--- src/rtl/oc_cmp_pkg.sv ---
package oc_cmp_pkg;
  typedef enum logic [1:0] {
    OC_OFF    = 2'b00,
    OC_TOGGLE = 2'b01,
    OC_CLEAR  = 2'b10,
    OC_SET    = 2'b11
  } oc_mode_e;
endpackage

--- src/rtl/oc_state_reg.sv ---
module oc_state_reg
  import oc_cmp_pkg::*;
(
  input  logic       clk_i,
  input  logic       rst_ni,
  input  logic       match_i,
  input  logic       force_i,
  input  logic       pwm_i,
  input  logic [1:0] mode_i,
  output logic       state_o
);
  logic     evt;
  logic     state_d;
  oc_mode_e mode;

  assign mode = oc_mode_e'(mode_i);
  assign evt  = match_i | (force_i & ~pwm_i);  // forced event only outside PWM

  always_comb begin
    state_d = state_o;
    if (evt) begin
      unique case (mode)
        OC_TOGGLE: state_d = ~state_o;
        OC_CLEAR:  state_d = 1'b0;
        OC_SET:    state_d = 1'b1;
        default:   state_d = state_o;
      endcase
    end
  end

  always_ff @(posedge clk_i or negedge rst_ni) begin
    if (!rst_ni) state_o <= 1'b0;
    else         state_o <= state_d;
  end

  assert_set_R2: assert property (@(posedge clk_i) disable iff (!rst_ni)
    (match_i && mode_i == 2'b11) |=> state_o);
  assert_clear_R2: assert property (@(posedge clk_i) disable iff (!rst_ni)
    (match_i && mode_i == 2'b10) |=> !state_o);
  assert_toggle_R8: assert property (@(posedge clk_i) disable iff (!rst_ni)
    (match_i && mode_i == 2'b01) |=> state_o != $past(state_o));
  assert_off_R3: assert property (@(posedge clk_i) disable iff (!rst_ni)
    (mode_i == 2'b00) |=> $stable(state_o));
  assert_pwm_force_R7: assert property (@(posedge clk_i) disable iff (!rst_ni)
    (!match_i && pwm_i) |=> $stable(state_o));
  assert_hold_R9: assert property (@(posedge clk_i) disable iff (!rst_ni)
    (!match_i && !force_i) |=> $stable(state_o));
endmodule

--- src/rtl/oc_pin_mux.sv ---
module oc_pin_mux (
  input  logic [1:0] mode_i,
  input  logic       state_i,
  input  logic       port_data_i,
  input  logic       port_dir_i,
  output logic       pin_o,
  output logic       pin_oe_o
);
  logic own;
  assign own      = |mode_i;
  assign pin_o    = own ? state_i : port_data_i;
  assign pin_oe_o = port_dir_i;  // direction never taken over
endmodule

--- src/rtl/oc_pin_ctrl.sv ---
module oc_pin_ctrl #(
  parameter int NUM_CH = 2
) (
  input  logic                clk_i,
  input  logic                rst_ni,
  input  logic [NUM_CH-1:0]   match_i,
  input  logic [2*NUM_CH-1:0] mode_i,
  input  logic                pwm_i,
  input  logic [NUM_CH-1:0]   force_i,
  input  logic [NUM_CH-1:0]   port_data_i,
  input  logic [NUM_CH-1:0]   port_dir_i,
  output logic [NUM_CH-1:0]   pin_o,
  output logic [NUM_CH-1:0]   pin_oe_o
);
  localparam int MW = 2;

  logic [NUM_CH-1:0] state;

  for (genvar k = 0; k < NUM_CH; k++) begin : g_ch
    logic [MW-1:0] ch_mode;
    assign ch_mode = mode_i[MW*k +: MW];

    oc_state_reg u_state (
      .clk_i   (clk_i),
      .rst_ni  (rst_ni),
      .match_i (match_i[k]),
      .force_i (force_i[k]),
      .pwm_i   (pwm_i),
      .mode_i  (ch_mode),
      .state_o (state[k])
    );

    oc_pin_mux u_mux (
      .mode_i      (ch_mode),
      .state_i     (state[k]),
      .port_data_i (port_data_i[k]),
      .port_dir_i  (port_dir_i[k]),
      .pin_o       (pin_o[k]),
      .pin_oe_o    (pin_oe_o[k])
    );

    assert_pin_src_R4: assert property (@(posedge clk_i) disable iff (!rst_ni)
      (ch_mode != 2'b00) |-> (pin_o[k] == state[k]));
    assert_pin_port_R3: assert property (@(posedge clk_i) disable iff (!rst_ni)
      (ch_mode == 2'b00) |-> (pin_o[k] == port_data_i[k]));
    assert_force_R6: assert property (@(posedge clk_i) disable iff (!rst_ni)
      (force_i[k] && !pwm_i && ch_mode == 2'b11) |=> state[k]);
  end

  assert_oe_R5: assert property (@(posedge clk_i) disable iff (!rst_ni)
    pin_oe_o == port_dir_i);
endmodule

--- config.mk ---
export PLATFORM = sky130hd
export DESIGN_NAME = oc_pin_ctrl
export DESIGN_NICKNAME = d
export VERILOG_FILES = /design/src/rtl/oc_cmp_pkg.sv /design/src/rtl/oc_state_reg.sv /design/src/rtl/oc_pin_mux.sv /design/src/rtl/oc_pin_ctrl.sv
export SDC_FILE = /design/constraint.sdc
export NUM_CORES = 1
export LEC_CHECK = 0
export BUFFER_PORTS_ARGS = -buffer_cell sky130_fd_sc_hd__clkbuf_2
export CAP_MARGIN = 20
export CORE_AREA = 3 3 40 42
export CTS_CLUSTER_DIAMETER = 50
export DETAILED_ROUTE_END_ITERATION = 8
export DIE_AREA = 0 0 43 45
export GPL_TIMING_DRIVEN = 0
export PLACE_DENSITY = 0.37
export SYNTH_ARGS = -nofsm -noshare
export SYNTH_HDL_FRONTEND = slang
export SYNTH_SLANG_ARGS = --single-unit
--- constraint.sdc ---
create_clock -name clk_i -period 0.8 [get_ports clk_i]
set_clock_uncertainty 0.05 [all_clocks]
set_input_delay 0.04 -clock clk_i [delete_from_list [all_inputs] [get_ports clk_i]]
set_output_delay 0.04 -clock clk_i [all_outputs]
set_load 0.02 [all_outputs]
==> results of run 1 <==
[metrics by stage]
| stage | TNS, ps | hold WS [ps] |
|---|---|---|
| final | -703 | 19.5 |
| after global routing | -991 | 34.2 |
| after CTS | -737 | 10.3 |
| after detailed placement | -401 | -223 |
| after global placement | -378 | -221 |
| after floorplan | -33.7 | -306 |
[cells by family (layout without fill, tap and decap cells)]
logic type	count (synthesis)	after routing
and+or+nand+nor	8	8
AOI/OAI and AO/OA	6	6
buffers and inverters	6	26
DFF	2	2
[how the worst max path moves through the flow]
stage                                              startpoint                                  end  slack (ps)  cells past startpoint
after CTS                 g_ch[0].u_state.state_o$_DFFE_PN0P_                             pin_o[0]        -190                      3
after floorplan           g_ch[0].u_state.state_o$_DFFE_PN0P_  g_ch[0].u_state.state_o$_DFFE_PN0P_         -20                      3
after global placement    g_ch[0].u_state.state_o$_DFFE_PN0P_                             pin_o[0]        -120                      4
after detailed placement  g_ch[0].u_state.state_o$_DFFE_PN0P_                             pin_o[0]        -120                      4
after global routing      g_ch[0].u_state.state_o$_DFFE_PN0P_  g_ch[0].u_state.state_o$_DFFE_PN0P_        -260                      4
final                     g_ch[0].u_state.state_o$_DFFE_PN0P_                             pin_o[0]        -180                      3
[power by group through the flow]
stage	Sequential (µW)	Clock (µW)	Combinational, µW
2_1_floorplan	125	0	102
5_1_grt	130	265	235
3_3_place_gp	127	0	162
4_1_cts	128	238	214
6_report	128	228	214
3_5_place_dp	127	0	162
[placed cells by master, fill, tap and decap left out, drive strengths merged]
cell	synthesis	final
clkbuf	0	19
nand2	4	4
buf	4	4
inv	2	2
nor2	2	2
o21ai	2	2
nor2b	2	2
o221ai	2	2
o311ai	2	2
dfrtp	2	2
dlygate4sd3	0	1
[layer usage]
| layer | track usage, % | vias to the layer above | wire, µm |
|---|---|---|---|
| li1 | - | 115 | - |
| met1 | 7.93 | 92 | 235 |
| met2 | 8.68 | 16 | 211 |
| met3 | 3.19 | 2 | 76 |
| met4 | 9.04 | 0 | 17 |
| met5 | 0 | - | 0 |
[critical path: cells and delay by family, from the launching register on]
| kind | cells | cell delay (ps) |
|---|---|---|
| flops | 1 | 350 |
| compound gates | 1 | 110 |
| buf+inv | 2 | 200 |
[what timing repair did]
action | 4_1_cts | 5_1_grt
hold buffers | 1 | 0
buffers inserted | 2 | 0
pin swaps | 4 | 0
gates resized for setup | 12 | 0
setup endpoints to repair | 4 | 4
hold endpoints to repair | 2 | 0
[area by class of cell]
type,count,share of cell area (%)
buffer,2,4.46
clock buffer,3,6.69
inverter,2,2.23
multi-input combinational,14,29.7
sequential,2,14.9
tap,15,5.58
timing repair buffer,19,36.4
==> flow_metrics.tcl, run 1 <==
set metrics [dict create \
    ys_top_cells_by_count "buf_4, nand2_1" \
    r2r_start "g_ch[0].u_state.state_o$_DFFE_PN0P_" \
    crit_required_ps 710 \
    relSlewSlack_pct 83.3 \
    wl_um 540 \
    cts_buffers 3 \
    syn_to_final_growth_pct 101 \
    final_core_utilization_pct 26.2 \
    synthSimpleGateAreaFrac_pct 20.9 \
    powerDensity_nw_per_um2 1690 \
    netlist.area_leader.share_pct 29.9 \
    yosysTopAreaCell "dfrtp_1" \
    synth_top_family_by_area "compound AO/OA/AOI/OAI gates" \
    drive_above_1_share_pct 69.0 \
    slowest_delay_ps 350 \
    ant_nets 0 \
    drt_iter0_markers 6 \
    dp_cells 53 \
    port_buffers 16 \
    antenna_found_initial 0 \
    synth_top_flop_cell "dfrtp_1" \
    fmax_ghz 1.02 \
    via_count 225 \
    io_pins 19 \
    p_leak_uw 0.000167 \
    finalSetupViolCount 4 \
    design_area_um2 337 \
    fillers 138 \
    r2r-end "g_ch[0].u_state.state_o$_DFFE_PN0P_" \
    synthXorXnorAreaFrac_pct 0 \
    start_kind "flop" \
    start_util_pct 13.0 \
    largest-register "g_ch.u_state.state_o" \
    multi_input_area_um2 100 \
    grt_pass1_wl_um 924 \
    worstPathCellList "inv_2 -> o21ai_2 -> clkbuf_8" \
    p_switching_uw 171 \
    worstPathArrival_ps 890 \
    swShare_pct 29.9 \
    yosysWarnings 0 \
    clockRootBuffer "clkbuf_4" \
    syn_area_per_cell_um2 7.62 \
    end_kind "primary output" \
    row_count 13 \
    vias_per_cell 3.95 \
    cp_slowest_cell "dfrtp_1" \
    synth_edf_count 0 \
    coreArea_um2 1280 \
    period_minus_slack_ps 981 \
    synth_compound_area_share_pct 26.9 \
    wl_per_cell_um 9.47 \
    die_area_um2 1940 \
    hold_path_end "g_ch[0].u_state.state_o$_DFFE_PN0P_" \
    finalPower_uw 570 \
    synth_cell_type_count 9 \
    gp_congestion 0.611 \
    synth_area_leaders "dfrtp_1, buf_4, o221ai_1" \
    fin_ws_ps -181 \
    clk_pin_slew_worst_paths_ps 30 \
    synth_seq_area_share_pct 29.9 \
    place_ws_ps -125 \
    status "finished, violations left" \
    htreeDepth 1 \
    cts_tree "built" \
    ys_async_sr_fraction_pct 100 \
    p_clk_share_pct 40.0 \
    hold_class "input port to flop" \
    cts.sinks 2 \
    fp.dieW_um 43 \
    failed_checks "setup timing" \
    track_usage_pct 7.07 \
    synth_area_um2 168 \
    reg2reg_depth 4 \
    seq_area_um2 50.0 \
    muxShareOfSynthArea_pct 0 \
    drc 0 \
    worstSetupPathType "flop to primary output" \
    fin_cells 57 \
    synth_fp_nets 37 \
    post-route-period-util_pct 123 \
    top_regs "g_ch.u_state.state_o x2" \
    cp_max_fo 2 \
    ir_drop_v 0.000499 \
    largest_reg_flops 2 \
    grt_max_degree 4 \
    placed_area_um2 267 \
    rsz0062_at_grt "yes" \
    power.internal_uw 399 \
    firstDrtPassIters 4 \
    slew_viol_final 0 \
    worst_pin_slew_ps 246 \
    p_seq_share_pct 22.4 \
    final_nets 59 \
    synth-adder-area-share_pct 0 \
    worstHoldStart "match_i[0]" \
    synthCells 22 \
    clk_latency_ps 230 \
    drv_cap 0 \
    diodes 0 \
    synth-seq-cells 2 \
    power_frac_comb_pct 37.6 \
    reg2reg_setup_slack_ps -180 \
    worstHoldPathCells 2 \
    die_h_um 45 \
    grt_pass1_vias 228 \
    finalHoldViolations 0 \
    cts.path.max_buffers 2 \
    grt.overflow.total 0 \
]
Note: power is estimated with default switching activity, not from simulation.
==> inputs of run 2 (changes only) <==
CORE_AREA = 2 2 39 41   (was 3 3 40 42)
DIE_AREA = 0 0 41 43   (was 0 0 43 45)
==> flow_metrics.tcl, run 2 (synthesis gave the netlist of run 1 again) <==
set metrics [dict create \
    placed_area_um2 268 \
    status "finished, violations left" \
    ir_drop_v 0.000413 \
    antenna_found_initial 0 \
    wl_um 468 \
    clockRootBuffer "clkbuf_4" \
    grt.overflow.total 0 \
    firstDrtPassIters 1 \
    relSlewSlack_pct 83.0 \
    drv_cap 0 \
    via_count 212 \
    gp_congestion 0.598 \
    layout_common_cells "clkbuf_2, nand2_1, buf_4, clkbuf_4" \
    end_kind "primary output" \
    syn_to_final_growth_pct 104 \
    cts.sinks 2 \
    crit_family "flip-flops" \
    drt_iter0_markers 0 \
    worstPathArrival_ps 910 \
    hold_path_end "g_ch[0].u_state.state_o$_DFFE_PN0P_" \
    top_regs "g_ch.u_state.state_o x2" \
    r2r_start "g_ch[0].u_state.state_o$_DFFE_PN0P_" \
    fillers 153 \
    design_area_um2 342 \
    slew_viol_final 0 \
    die_h_um 43 \
    ant_nets 0 \
    drc 0 \
    worstSetupPathType "flop to primary output" \
    largest-register "g_ch.u_state.state_o" \
    powerDensity_nw_per_um2 1670 \
    clk_latency_ps 220 \
    grt_pass1_wl_um 600 \
    post-route-period-util_pct 124 \
    grt_max_degree 4 \
    r2r-end "g_ch[0].u_state.state_o$_DFFE_PN0P_" \
    finalSetupViolCount 4 \
    port_buffers 16 \
    slowest_delay_ps 360 \
    rsz0062_at_grt "yes" \
    start_util_pct 12.1 \
    fin_cells 58 \
    cts_buffers 3 \
    period_minus_slack_ps 996 \
    final_nets 59 \
    worstHoldPathCells 2 \
    crit_required_ps 710 \
    io_pins 19 \
    row_count 14 \
    reg2reg_setup_slack_ps -180 \
    final_common_cell "clkbuf_2" \
    reg2reg_depth 4 \
    track_usage_pct 6.12 \
    fp.dieW_um 41 \
    final_core_utilization_pct 24.7 \
    cp_num_buf_inv 2 \
    wl_per_cell_um 8.07 \
    cts.path.max_buffers 2 \
    cp_num_cells 3 \
    fin_ws_ps -196 \
    worstHoldStart "match_i[0]" \
    grt_pass1_vias 168 \
    worstPathCellList "inv_2 -> o21ai_2 -> clkbuf_8" \
    worst_pin_slew_ps 252 \
    failed_checks "setup timing" \
    dp_cells 54 \
    finalPower_uw 571 \
    fmax_ghz 1.00 \
    finalHoldViolations 0 \
    htreeDepth 1 \
    vias_per_cell 3.66 \
    place_ws_ps -136 \
    cp_slowest_cell "dfrtp_1" \
    clk_pin_slew_worst_paths_ps 30 \
    start_kind "flop" \
    drive_above_1_share_pct 69.0 \
    diodes 0 \
    p_leak_uw 0.000168 \
    die_area_um2 1760 \
    cp_max_fo 2 \
    cts_tree "built" \
    largest_reg_flops 2 \
    coreArea_um2 1380 \
    hold_class "input port to flop" \
]
## run 2: changes by cell type in the layout (fill, tap and decap cells not counted)
| cell | delta |
|---|---|
| buf_4 | -1 |
| buf_6 | +1 |
## run 2: worst max-delay path by stage
stage	start	to	slack, ps
finish	g_ch[0].u_state.state_o$_DFFE_PN0P_	pin_o[0]	-200
global route	g_ch[0].u_state.state_o$_DFFE_PN0P_	g_ch[0].u_state.state_o$_DFFE_PN0P_	-240
CTS	g_ch[0].u_state.state_o$_DFFE_PN0P_	pin_o[0]	-210
detailed placement	g_ch[0].u_state.state_o$_DFFE_PN0P_	pin_o[0]	-140
global placement	g_ch[0].u_state.state_o$_DFFE_PN0P_	pin_o[0]	-130
floorplan	g_ch[0].u_state.state_o$_DFFE_PN0P_	g_ch[0].u_state.state_o$_DFFE_PN0P_	-20
## run 2: where the power goes
| part | switching (µW) | internal, µW | leakage [µW] |
|---|---|---|---|
| Combinational | 96.8 | 120 | 0.000130 |
| Clock | 58.7 | 166 | 0.0000138 |
| Sequential | 11.3 | 118 | 0.0000240 |
| Total | 167 | 404 | 0.000168 |
## run 2: routing by layer
layer | routed length (µm) | up-vias | track usage, %
met1 | 219 | 82 | 6.75
met5 | 0 | - | 0
met4 | 10 | 0 | 10.0
met2 | 179 | 13 | 5.94
met3 | 59 | 2 | 3.14
li1 | - | 115 | -
## run 2: what timing repair did
| action | 4_1_cts | 5_1_grt |
|---|---|---|
| pin swaps | 4 | 1 |
| setup buffers | 2 | 0 |
| hold buffers | 1 | 0 |
| hold endpoints to repair | 2 | 0 |
| gates cloned | 0 | 0 |
| endpoints found under the setup margin | 4 | 4 |
| resized for setup | 13 | 0 |
## run 2: through the flow
| step | hold slack, ps | setup TNS [ps] |
|---|---|---|
| after global routing | 35.7 | -850 |
| after global placement | -222 | -399 |
| after detailed placement | -222 | -395 |
| after CTS | 3.58 | -733 |
| final | 14.0 | -694 |
| after floorplan | -306 | -33.7 |
## run 2: area by class of cell
class / instances / area (µm²) / area share (%)
plain buffers: 2 / 15.0 / 4.40
repair buffers: 19 / 126 / 37.0
flip-flops and latches: 2 / 50.0 / 14.7
clock buffers: 3 / 22.5 / 6.59
well taps: 16 / 20.0 / 5.86
inverters: 2 / 7.51 / 2.20
multi-input cells: 14 / 100 / 29.3
